File: src/rtl/pcb_pkg.sv
package pcb_pkg;
  localparam int PCB_REG_W = 32;

  typedef enum logic [1:0] {SEL_CTR, SEL_CTRL, SEL_STAT, SEL_NONE} pcb_sel_e;

  function automatic pcb_sel_e pcb_decode(input int a, input int nlog);
    if (a < nlog) return SEL_CTR;
    else if (a == nlog) return SEL_CTRL;
    else if (a == nlog + 1) return SEL_STAT;
    else return SEL_NONE;
  endfunction
endpackage

File: src/rtl/pcb_counter.sv
module pcb_counter #(
  parameter int CW = 32
) (
  input  logic          clk,
  input  logic          rst,
  input  logic          enable,
  input  logic          split,
  input  logic          commit,
  input  logic          wr_hi,
  input  logic          wr_lo,
  input  logic [CW-1:0] wval,
  input  logic          ev_hi,
  input  logic          ev_lo,
  output logic [CW-1:0] live_o,
  output logic          ovf_hi,
  output logic          ovf_lo
);
  localparam int HW = CW / 2;
  localparam logic [CW-1:0] ONE_W = 1;
  localparam logic [HW-1:0] ONE_H = 1;

  logic [CW-1:0] live_q, latch_q, base;
  logic          pend_q, load, cnt_hi, cnt_lo, wr_acc;

  assign base   = pend_q ? latch_q : live_q;
  assign load   = commit && pend_q;
  assign cnt_hi = enable && !load && ev_hi;
  assign cnt_lo = enable && !load && split && ev_lo;
  assign wr_acc = wr_hi || (wr_lo && split);
  assign ovf_hi = cnt_hi && (split ? (&live_q[CW-1:HW]) : (&live_q));
  assign ovf_lo = cnt_lo && (&live_q[HW-1:0]);
  assign live_o = live_q;

  always_ff @(posedge clk) begin
    if (rst) begin
      live_q  <= '0;
      latch_q <= '0;
      pend_q  <= 1'b0;
    end else begin
      if (load) begin
        live_q <= latch_q;
      end else if (!split) begin
        if (cnt_hi) live_q <= live_q + ONE_W;
      end else begin
        if (cnt_hi) live_q[CW-1:HW] <= live_q[CW-1:HW] + ONE_H;
        if (cnt_lo) live_q[HW-1:0]  <= live_q[HW-1:0] + ONE_H;
      end

      if (wr_hi)
        latch_q <= split ? {wval[HW-1:0], base[HW-1:0]} : wval;
      else if (wr_lo && split)
        latch_q <= {base[CW-1:HW], wval[HW-1:0]};

      if (commit) pend_q <= 1'b0;
      else if (wr_acc) pend_q <= 1'b1;
    end
  end

  assert_hold_when_off_R7: assert property (@(posedge clk) disable iff (rst)
    (!enable && !commit) |=> $stable(live_q));

  assert_no_carry_R5: assert property (@(posedge clk) disable iff (rst)
    (split && !ev_lo && !commit) |=> $stable(live_q[HW-1:0]));

  assert_commit_clears_R3: assert property (@(posedge clk) disable iff (rst)
    commit |=> !pend_q);

  assert_write_defers_R2: assert property (@(posedge clk) disable iff (rst)
    ((wr_hi || wr_lo) && !ev_hi && !ev_lo) |=> $stable(live_q));
endmodule

File: src/rtl/pcb_regs.sv
module pcb_regs #(
  parameter int NUM_PHYS = 4,
  parameter int REG_W    = 32,
  parameter int ADDR_W   = 4
) (
  input  logic                           clk,
  input  logic                           rst,
  input  logic                           wr_ctrl,
  input  logic                           wr_stat,
  input  logic [REG_W-1:0]               wval,
  input  logic                           rd_en,
  input  logic [ADDR_W-1:0]              rd_addr,
  input  logic [NUM_PHYS-1:0][REG_W-1:0] live,
  input  logic [2*NUM_PHYS-1:0]          ovf_vec,
  output logic                           enable,
  output logic [NUM_PHYS-1:0]            split,
  output logic [2*REG_W-1:0]             rdata,
  output logic                           rd_valid
);
  import pcb_pkg::*;
  localparam int NUM_LOG = 2 * NUM_PHYS;
  localparam int PW      = $clog2(NUM_PHYS);
  localparam int HW      = REG_W / 2;

  logic [NUM_PHYS:0]    ctrl_q;
  logic [NUM_LOG-1:0]   stat_q, clr_mask, keep;
  logic [REG_W-1:0]     rd_word;
  logic [PW-1:0]        phys_sel;
  pcb_sel_e             sel;
  logic                 unused_wval_hi;

  assign enable   = ctrl_q[0];
  assign split    = ctrl_q[NUM_PHYS:1];
  assign clr_mask = wr_stat ? wval[NUM_LOG-1:0] : '0;
  assign keep     = stat_q & ~clr_mask;
  assign phys_sel = rd_addr[PW-1:0];
  assign sel      = pcb_decode(int'(rd_addr), NUM_LOG);
  assign unused_wval_hi = ^wval[REG_W-1:NUM_LOG];

  always_ff @(posedge clk) begin
    if (rst) begin
      ctrl_q <= '0;
      stat_q <= '0;
    end else begin
      if (wr_ctrl) ctrl_q <= wval[NUM_PHYS:0];
      stat_q <= keep | ovf_vec;
    end
  end

  always_comb begin
    rd_word = '0;
    case (sel)
      SEL_CTR: begin
        if (split[phys_sel])
          rd_word = rd_addr[PW] ? {{HW{1'b0}}, live[phys_sel][HW-1:0]}
                                : {{HW{1'b0}}, live[phys_sel][REG_W-1:HW]};
        else if (!rd_addr[PW])
          rd_word = live[phys_sel];
      end
      SEL_CTRL: rd_word = {{(REG_W-NUM_PHYS-1){1'b0}}, ctrl_q};
      SEL_STAT: rd_word = {{(REG_W-NUM_LOG){1'b0}}, stat_q};
      default:  rd_word = '0;
    endcase
  end

  always_ff @(posedge clk) begin
    if (rst) begin
      rdata    <= '0;
      rd_valid <= 1'b0;
    end else begin
      rd_valid <= rd_en;
      if (rd_en) rdata <= {rd_word, {REG_W{1'b0}}};
    end
  end

  assert_sticky_status_R9: assert property (@(posedge clk) disable iff (rst)
    1'b1 |=> ((stat_q & $past(keep)) == $past(keep)));

  assert_low_half_zero_R8: assert property (@(posedge clk) disable iff (rst)
    rd_valid |-> (rdata[REG_W-1:0] == '0));

  assert_read_latency_R11: assert property (@(posedge clk) disable iff (rst)
    rd_en |=> rd_valid);
endmodule

File: src/rtl/perf_counter_bank.sv
module perf_counter_bank #(
  parameter int NUM_PHYS = 4,
  parameter int REG_W    = pcb_pkg::PCB_REG_W,
  parameter int ADDR_W   = 4
) (
  input  logic                  clk,
  input  logic                  rst,
  input  logic                  wr_en,
  input  logic                  rd_en,
  input  logic [ADDR_W-1:0]     addr,
  input  logic [2*REG_W-1:0]    wdata,
  input  logic [2*NUM_PHYS-1:0] event_in,
  output logic [2*REG_W-1:0]    rdata,
  output logic                  rd_valid
);
  localparam int NUM_LOG = 2 * NUM_PHYS;
  localparam int BUS_W   = 2 * REG_W;

  logic [REG_W-1:0]               wval;
  logic [NUM_PHYS-1:0][REG_W-1:0] live;
  logic [NUM_LOG-1:0]             ovf_vec;
  logic [NUM_PHYS-1:0]            split, wr_hi, wr_lo, ovf_hi, ovf_lo;
  logic                           enable, wr_ctrl, wr_stat, commit;
  logic                           unused_wlow;

  assign wval        = wdata[BUS_W-1:REG_W];
  assign unused_wlow = ^wdata[REG_W-1:0];
  assign wr_ctrl     = wr_en && (addr == ADDR_W'(NUM_LOG));
  assign wr_stat     = wr_en && (addr == ADDR_W'(NUM_LOG + 1));
  assign commit      = wr_ctrl && wval[0];

  for (genvar g = 0; g < NUM_PHYS; g++) begin : g_phys
    assign wr_hi[g] = wr_en && (addr == ADDR_W'(g));
    assign wr_lo[g] = wr_en && (addr == ADDR_W'(g + NUM_PHYS));
    assign ovf_vec[g]            = ovf_hi[g];
    assign ovf_vec[g + NUM_PHYS] = ovf_lo[g];

    pcb_counter #(.CW(REG_W)) u_ctr (
      .clk    (clk),
      .rst    (rst),
      .enable (enable),
      .split  (split[g]),
      .commit (commit),
      .wr_hi  (wr_hi[g]),
      .wr_lo  (wr_lo[g]),
      .wval   (wval),
      .ev_hi  (event_in[g]),
      .ev_lo  (event_in[g + NUM_PHYS]),
      .live_o (live[g]),
      .ovf_hi (ovf_hi[g]),
      .ovf_lo (ovf_lo[g])
    );
  end

  pcb_regs #(.NUM_PHYS(NUM_PHYS), .REG_W(REG_W), .ADDR_W(ADDR_W)) u_regs (
    .clk      (clk),
    .rst      (rst),
    .wr_ctrl  (wr_ctrl),
    .wr_stat  (wr_stat),
    .wval     (wval),
    .rd_en    (rd_en),
    .rd_addr  (addr),
    .live     (live),
    .ovf_vec  (ovf_vec),
    .enable   (enable),
    .split    (split),
    .rdata    (rdata),
    .rd_valid (rd_valid)
  );
endmodule

File: config.mk
export PLATFORM = sky130hd
export DESIGN_NAME = perf_counter_bank
export DESIGN_NICKNAME = d
export VERILOG_FILES = /design/src/rtl/pcb_pkg.sv /design/src/rtl/pcb_counter.sv /design/src/rtl/pcb_regs.sv /design/src/rtl/perf_counter_bank.sv
export SDC_FILE = /design/constraint.sdc
export NUM_CORES = 1
export LEC_CHECK = 0
export BUFFER_PORTS_ARGS = -buffer_cell sky130_fd_sc_hd__buf_4
export CAP_MARGIN = 25
export CORE_ASPECT_RATIO = 0.5
export CORE_MARGIN = 2
export CORE_UTILIZATION = 55
export CTS_BUF_LIST = sky130_fd_sc_hd__clkbuf_4
export DETAILED_ROUTE_END_ITERATION = 8
export PLACE_DENSITY_LB_ADDON = 0.25
export SLEW_MARGIN = 20
export SYNTH_ARGS = -nofsm -noshare
export SYNTH_HDL_FRONTEND = slang
export SYNTH_HIERARCHICAL = 1
export SYNTH_SLANG_ARGS = --single-unit
export TNS_END_PERCENT = 1
File: constraint.sdc
create_clock -name clk -period 4.2 [get_ports clk]
set_clock_uncertainty 0.1 [all_clocks]
set_input_delay 0.63 -clock clk [delete_from_list [all_inputs] [get_ports clk]]
set_output_delay 0.63 -clock clk [all_outputs]
set_load 0.03 [all_outputs]
==> summary.txt, run 1 <==
Detailed routing
  • Final ANT Viol Nets: 0
  • Via count: 16300
  • Vias/cell: 6.35
  • WL/cell: 22.5 um
  • Final wirelength: 57900 um
  • Drt drc: 0
  • TritonRoute pass-1 iters: 6
  • Initial drt markers: 2370

Yosys
  • Ys Warns: 6
  • Synthesized flop and latch total: 306
  • Post-synth EDFFs: 0
  • Mapped Area: 17100 um2
  • Register area share after synthesis: 0.358
  • Mapped Cells: 2066
  • Main flop type after synthesis: dfxtp_1
  • Distinct cells, synth: 53
  • Mapped Avg Cell Area: 8.29 um2
  • Fraction of registers with async set/reset: 0

Floorplan
  • Initial Util: 0.562
  • Die ar.: 32700 um2
  • Row cnt: 45
  • Die height: 129 um
  • Chip width: 254 um
  • Core Region: 30500 um2
  • IO Count: 145

Global routing
  • Number of global-route vias before repair: 14300
  • Grt ovf: 0
  • Initial antenna violation count: 2
  • GRT Overall Usage: 0.352
  • First-pass GRT wire length: 86400 um
  • Largest net degree at the start of global routing: 87

Power and ir drop
  • Leakage: 6.32 nW
  • Cell Pwr Density: 308 nW/um2
  • Worst vdd ir: 0.165 mV

Finish
  • Cell area after layout: 18700 um2
  • Commonest cells after routing, fill and taps aside: nor2_1 (346), dfxtp_1 (302), nand2_1 (180), a211oi_1 (140), nand3_1 (120)
  • NumNets Final: 2181
  • Layout area overhead: 9.05%
  • Fill cells: 2747
  • Layout Utilization: 0.613
  • Most common cell after layout, fill and taps aside: nor2_1
  • Layout cell share with drive strength beyond 1: 0.155
  • Non-filler cells, final: 2568

Run
  • Max Cap Viol: 0

Timing
  • Min Tclk post-route: 2760 ps
  • Setup tns final: 0 ps
  • Final period utilization: 0.658
  • Slew HR: 0.296
  • FMAX: 362 MHz
  • Final number of setup-violating endpoints: 0
  • Least-Margin Pin Slew: 1050 ps
  • Final hold violations: 0
  • WHS: 147 ps
  • Unrepaired setup endpoints after global routing: no
  • Final Max Tran Viols: 0

Critical path
  • R2R cell count: 5
  • Arr. time, crit path: 3300 ps
  • Setup crit start kind: flip-flop
  • Worst reg2reg path endpoint: g_phys[3].u_ctr/live_o[15]
  • R2R setup slack: 1440 ps
  • CP endpoint kind: flip-flop
  • Reg-to-Reg Start: u_regs/ctrl_q[0]
  • Worst Setup SP: u_regs/ctrl_q[0]
  • CP Max Fanout: 26
  • Worst path required time: 4740 ps
  • CP endpoint: g_phys[3].u_ctr/live_o[15]
  • Kind of critical path: reg -> reg

Clock network
  • Clock Sinks: 306
  • Cts bufs inserted: 75
  • CTS tree: built
  • CTS root buf: clkbuf_4
  • H-tree depth: 3
  • Setup Buffers After CTS: 0
  • Hold Buf Count CTS: 0
  • Worst-path clk slew: 70 ps
  • Post-CTS Resized: 0
  • Clk buf depth: 3
  • Clk_lat worst skew: 770 ps

Placement
  • Inst Count DP: 2439
  • Area post-placement: 17800 um2
  • PortBufs: 80
  • GPL Wtd Cong: 0.963
  • Dpl hpwl: 40500 um

Outcome
  • Outcome: finished clean

Hold path
  • Worst min path class: in -> reg
  • Hold path start: wdata[44]
-- kinds of logic (layout without fill, tap and decap cells) --
group | after synthesis | after routing | share of synthesized area
adders and majority gates | 8 | 8 | 0.00584
and+or+nand+nor | 871 | 871 | 0.245
muxes | 131 | 131 | 0.101
xor gates and xnor gates | 112 | 112 | 0.0573
DFF | 306 | 306 | 0.358
other | 1 | 33 | 0.000219
buffers and inverters | 216 | 263 | 0.0599
AOI/OAI and AO/OA | 421 | 421 | 0.173
-- per-layer routing --
metal  wire length, um  vias to the layer above  GRT usage
met2             23600                     1012      0.499
met3              8810                      125      0.122
met4              1800                        0      0.126
met5                 0                        -          0
li1                  -                     7514          -
met1             23700                     7643      0.493
-- power breakdown --
group	internal, mW	switching (mW)
Combinational	0.104	0.283
Sequential	2.92	0.0165
Clock	1.14	1.28
Total	4.16	1.58
-- worst max-delay path, stage by stage, from the launching register on --
cell and delay, ps:
dfxtp_1 1010, nor2b_1 660, nand4_2 300, nor3_2 200, xnor2_1 90, a211oi_1 260
-- cells in the mapped netlist, types with 5 or more instances --
library cell	number	area [um2]
nor2_1	349	1310
dfxtp_1	306	6130
nand2_1	180	676
a211oi_1	140	1050
nand3_1	120	601
a21oi_1	112	561
clkbuf_1	105	394
mux2i_1	93	931
a311oi_1	64	561
xor2_1	60	526
nand4_1	55	344
xnor2_1	52	455
buf_2	40	200
buf_4	40	300
o21ai_0	36	180
mux4_2	33	743
nor3_1	30	150
nand2b_1	23	144
nand3b_1	22	165
and3_1	20	125
inv_1	20	75.1
a32oi_1	13	114
and4_4	12	135
buf_1	9	33.8
a31oi_1	8	50.1
and2_1	8	50.1
and4_1	8	70.1
ha_1	8	100
nor4_1	8	50.1
o21ai_1	8	40.0
nor2b_1	6	37.5
nor3b_2	6	75.1
mux2_2	5	56.3
nor3_2	5	50.1
o211ai_1	5	37.5
-- flip-flops by register name, indices dropped and copies added (netlist names) --
name	count
g_phys.u_ctr/latch_q	128
g_phys.u_ctr/pend_q	4
g_phys.u_ctr/live_o	128
u_regs/rdata	32
u_regs/rd_valid	1
u_regs/ctrl_q	5
u_regs/stat_q	8
-- stage by stage --
stage	setup WS, ps	total power [mW]
final	1440	5.74
after global placement	969	3.37
after floorplan	1260	3.24
after global routing	1270	5.94
after detailed placement	954	3.37
after CTS	1540	5.75
-- final cells by class --
type	instances	area, um2	area share
Tap cell	423	529	0.0283
Clock buffer	104	781	0.0418
Inverter	20	75.1	0.00402
Antenna cell	1	2.50	0.000134
Timing Repair Buffer	115	882	0.0472
Sequential cell	306	6130	0.328
Multi-Input combinational cell	1575	10200	0.545
Clock inverter	24	93.8	0.00502
-- worst min-delay path by stage --
stage                                   to  slack, ps  cells after the start
2_1_floorplan   g_phys[0].u_ctr/live_o[21]        330                      2
3_3_place_gp    g_phys[2].u_ctr/live_o[23]        330                      2
3_5_place_dp    g_phys[2].u_ctr/live_o[25]        340                      2
4_1_cts        g_phys[1].u_ctr/latch_q[13]         70                      3
5_1_grt        g_phys[0].u_ctr/latch_q[11]        100                      3
6_report       g_phys[1].u_ctr/latch_q[12]        150                      3
(Power assumes the default switching activity.)
==> run 2: changes to the inputs <==
- ABC_AREA: default -> 1
- clock period: 4.2 -> 2.7 ns (I/O delays scaled with it)
==> run 2 against run 1 <==
First-iteration DRC count up 45%. Power up 65%. Wire length up 36%. Critical path type unchanged. Highest routed layer unchanged.
==> summary.txt, run 2 <==
Outcome
  • Outcome: finished clean (unchanged)

Timing
  • Final worst setup slack: 168 ps (was 1440 ps)
  • WHS: 51.7 ps (was 147 ps)
  • Least-Margin Pin Slew: 683 ps (was 1050 ps)
  • Slew HR: 0.545 (was 0.296)
  • Final Max Tran Viols: 0 (unchanged)
  • Setup tns final: 0 ps (unchanged)
  • Min Tclk post-route: 2530 ps (was 2760 ps)
  • Final hold violations: 0 (unchanged)
  • Final number of setup-violating endpoints: 0 (unchanged)
  • FMAX: 395 MHz (was 362 MHz)
  • Unrepaired setup endpoints after global routing: no (unchanged)
  • Final period utilization: 0.938 (was 0.658)

Power and ir drop
  • Leakage: 8.96 nW (was 6.32 nW)
  • Flop pwr share: 0.488 (was 0.511)
  • Total power: 9.46 mW (was 5.74 mW)
  • Cell Pwr Density: 421 nW/um2 (was 308 nW/um2)
  • Combinational share of power: 0.097 (was 0.068)
  • Clock power share: 0.415 (was 0.422)
  • Switching Fraction: 0.290 (was 0.275)
  • Internal cell power: 6.72 mW (was 4.16 mW)
  • Psw: 2.74 mW (was 1.58 mW)
  • Worst vdd ir: 0.287 mV (was 0.165 mV)

Detailed routing
  • Via count: 23000 (was 16300)
  • Final wirelength: 79000 um (was 57900 um)
  • Initial drt markers: 3437 (was 2370)
  • WL/cell: 20.3 um (was 22.5 um)
  • TritonRoute pass-1 iters: 8 (was 6)
  • Vias/cell: 5.90 (was 6.35)
  • Final ANT Viol Nets: 0 (unchanged)
  • Drt drc: 0 (unchanged)

Finish
  • Fill cells: 3523 (was 2747)
  • FF/Latch Area: 6130 um2 (about the same)
  • Layout area overhead: 13.1% (was 9.05%)
  • Non-filler cells, final: 3896 (was 2568)
  • Most common cell after layout, fill and taps aside: nand2_1 (was nor2_1)
  • Layout Utilization: 0.628 (was 0.613)
  • Layout cell share with drive strength beyond 1: 0.130 (was 0.155)
  • Cell area after layout: 22500 um2 (was 18700 um2)
  • Footprint of the multi-input gates: 11600 um2 (was 10200 um2)
  • NumNets Final: 3442 (was 2181)
  • Commonest cells after routing, fill and taps aside: nand2_1 (711), nor2_1 (414), o21ai_0 (352), dfxtp_1 (306), inv_1 (304) (was nor2_1 (346), dfxtp_1 (302), nand2_1 (180), a211oi_1 (140), nand3_1 (120))

Hold path
  • Worst min path class: in -> reg (unchanged)
  • Worst Hold Depth: 4 (was 3)
  • Hold path start: addr[3] (was wdata[44])

Yosys
  • Distinct cells, synth: 42 (was 53)
  • Post-synth EDFFs: 0 (unchanged)
  • Mapped Area: 19900 um2 (was 17100 um2)
  • Ys Warns: 6 (unchanged)
  • Main flop type after synthesis: dfxtp_1 (unchanged)
  • Mapped Avg Cell Area: 6.19 um2 (was 8.29 um2)
  • Mapped Cells: 3210 (was 2066)
  • Synth cell count leaders: nand2_1 (711), nor2_1 (414), o21ai_0 (352) (was nor2_1 (349), dfxtp_1 (306), nand2_1 (180))
  • Most frequent cell after synthesis: nand2_1 (was nor2_1)
  • Area leader, netlist: dfxtp_1 (unchanged)
  • Synth top area share: 0.308 (was 0.358)
  • Register area share after synthesis: 0.308 (was 0.358)
  • Fraction of registers with async set/reset: 0 (unchanged)
  • Synthesized flop and latch total: 306 (unchanged)
  • Ranking of synthesized cells by area: dfxtp_1 (31%), nand2_1 (13%), o21ai_0 (8.9%), nor2_1 (7.8%), a21oi_1 (7.0%) (was dfxtp_1 (36%), nor2_1 (7.6%), a211oi_1 (6.1%), mux2i_1 (5.4%), mux4_2 (4.3%))

Floorplan
  • Die height: 138 um (was 129 um)
  • Initial Util: 0.556 (was 0.562)
  • Core Region: 35700 um2 (was 30500 um2)
  • Row cnt: 49 (was 45)
  • Die ar.: 37700 um2 (was 32700 um2)
  • IO Count: 145 (unchanged)
  • Chip width: 273 um (was 254 um)

Clock network
  • Post-CTS Resized: 0 (unchanged)
  • CTS root buf: clkbuf_4 (unchanged)
  • Hold Buf Count CTS: 28 (was 0)
  • Clock Sinks: 306 (unchanged)
  • H-tree depth: 3 (unchanged)
  • Setup Buffers After CTS: 0 (unchanged)
  • CTS tree: built (unchanged)
  • Cts bufs inserted: 76 (was 75)
  • Worst-path clk slew: 80 ps (was 70 ps)
  • Clk buf depth: 3 (unchanged)
  • Clk_lat worst skew: 780 ps (was 770 ps)

Global routing
  • Grt ovf: 0 (unchanged)
  • GRT Overall Usage: 0.412 (was 0.352)
  • First-pass GRT wire length: 120000 um (was 86400 um)
  • Number of global-route vias before repair: 20300 (was 14300)
  • Largest net degree at the start of global routing: 49 (was 87)
  • Initial antenna violation count: 10 (was 2)

Critical path
  • Worst path max stage delay: 750 ps (was 1010 ps)
  • Worst Setup SP: u_regs/ctrl_q[2] (was u_regs/ctrl_q[0])
  • Arr. time, crit path: 3140 ps (was 3300 ps)
  • CP endpoint kind: flip-flop (unchanged)
  • CP Max Fanout: 17 (was 26)
  • Reg-to-Reg Start: u_regs/ctrl_q[2] (was u_regs/ctrl_q[0])
  • Worst path required time: 3310 ps (was 4740 ps)
  • Kind of critical path: reg -> reg (unchanged)
  • Crit path buf inv count: 2 (was 0)
  • R2R cell count: 6 (was 5)
  • Crit path depth: 6 (was 5)
  • Cell family with most CP delay: buffers and inverters (was simple AND/OR/NAND/NOR gates)
  • Critical-path cell list: clkinv_1 > nand2_2 > nand2_1 > nor4_1 > inv_1 > a21oi_1 (was nor2b_1 > nand4_2 > nor3_2 > xnor2_1 > a211oi_1)
  • Slowest stage cell, crit path: dfxtp_1 (unchanged)
  • Setup crit start kind: flip-flop (unchanged)

Placement
  • GPL Wtd Cong: 1.03 (was 0.963)
  • Area post-placement: 21200 um2 (was 17800 um2)
  • Dpl hpwl: 56500 um (was 40500 um)
  • PortBufs: 80 (unchanged)
  • Dpl ws: 258 ps (was 954 ps)
  • Inst Count DP: 3729 (was 2439)

Run
  • Max Cap Viol: 0 (unchanged)
==> run 2: cell count changes in the layout (fill, tap and decap cells not counted), sizes merged, moves of 68 or more <==
cell / change
a21oi: +165
o21ai: +342
nor2: +91
nand2: +578
inv: +296
nand3: +158
a311oi: -68
buf: +93
a211oi: -96
mux2i: -93
==> run 2: kinds of logic (layout without fill, tap and decap cells) <==
group	count (synthesis)	in the layout	share of synthesized area
simple gates	1535	1535	0.335
compound gates	822	822	0.231
buf+inv	526	687	0.114
flops	306	306	0.308
xor+xnor	12	12	0.00529
fa+ha+maj	8	8	0.00504
other cells	1	42	0.000189
==> run 2: per-layer routing <==
metal | wire length [um] | global-route usage | part of all wire | vias up
met2 | 31400 | 0.571 | 0.40 | 1497
met5 | 0 | 0 | 0 | -
met4 | 2640 | 0.144 | 0.033 | 0
met1 | 32500 | 0.596 | 0.41 | 10400
met3 | 12500 | 0.126 | 0.16 | 186
li1 | - | - | - | 10900
==> run 2: final timing paths <==
path                                             endpoint  slack [ps]
worst min-delay path                     u_regs/rdata[44]          50
worst max register to register           u_regs/stat_q[1]         170
worst min register to register  g_phys[1].u_ctr/live_o[0]         360
worst max-delay path                     u_regs/stat_q[1]         170
==> run 2: area by class of cell <==
type	count	share of cell area
multi-input cells	2409	0.516
flip-flops and latches	306	0.273
repair buffers	235	0.0886
inverters	326	0.0547
clock buffers	106	0.0354
well taps	484	0.0270
clock inverters	20	0.00463
diodes	10	0.00111
==> run 2: worst min-delay path, delay by kind of cell <==
| family | cells | cell delay (ps) |
|---|---|---|
| compound gates | 1 | 50 |
| buf+inv | 1 | 150 |
| simple gates | 2 | 250 |
==> run 2: power groups by stage <==
stage / logic, mW / registers, mW / clock network [mW]
4_1_cts: 0.866 / 4.61 / 3.98
2_1_floorplan: 0.497 / 4.72 / 0
3_3_place_gp: 0.822 / 4.71 / 0
3_5_place_dp: 0.831 / 4.72 / 0
6_report: 0.919 / 4.61 / 3.93
5_1_grt: 0.957 / 4.62 / 4.21
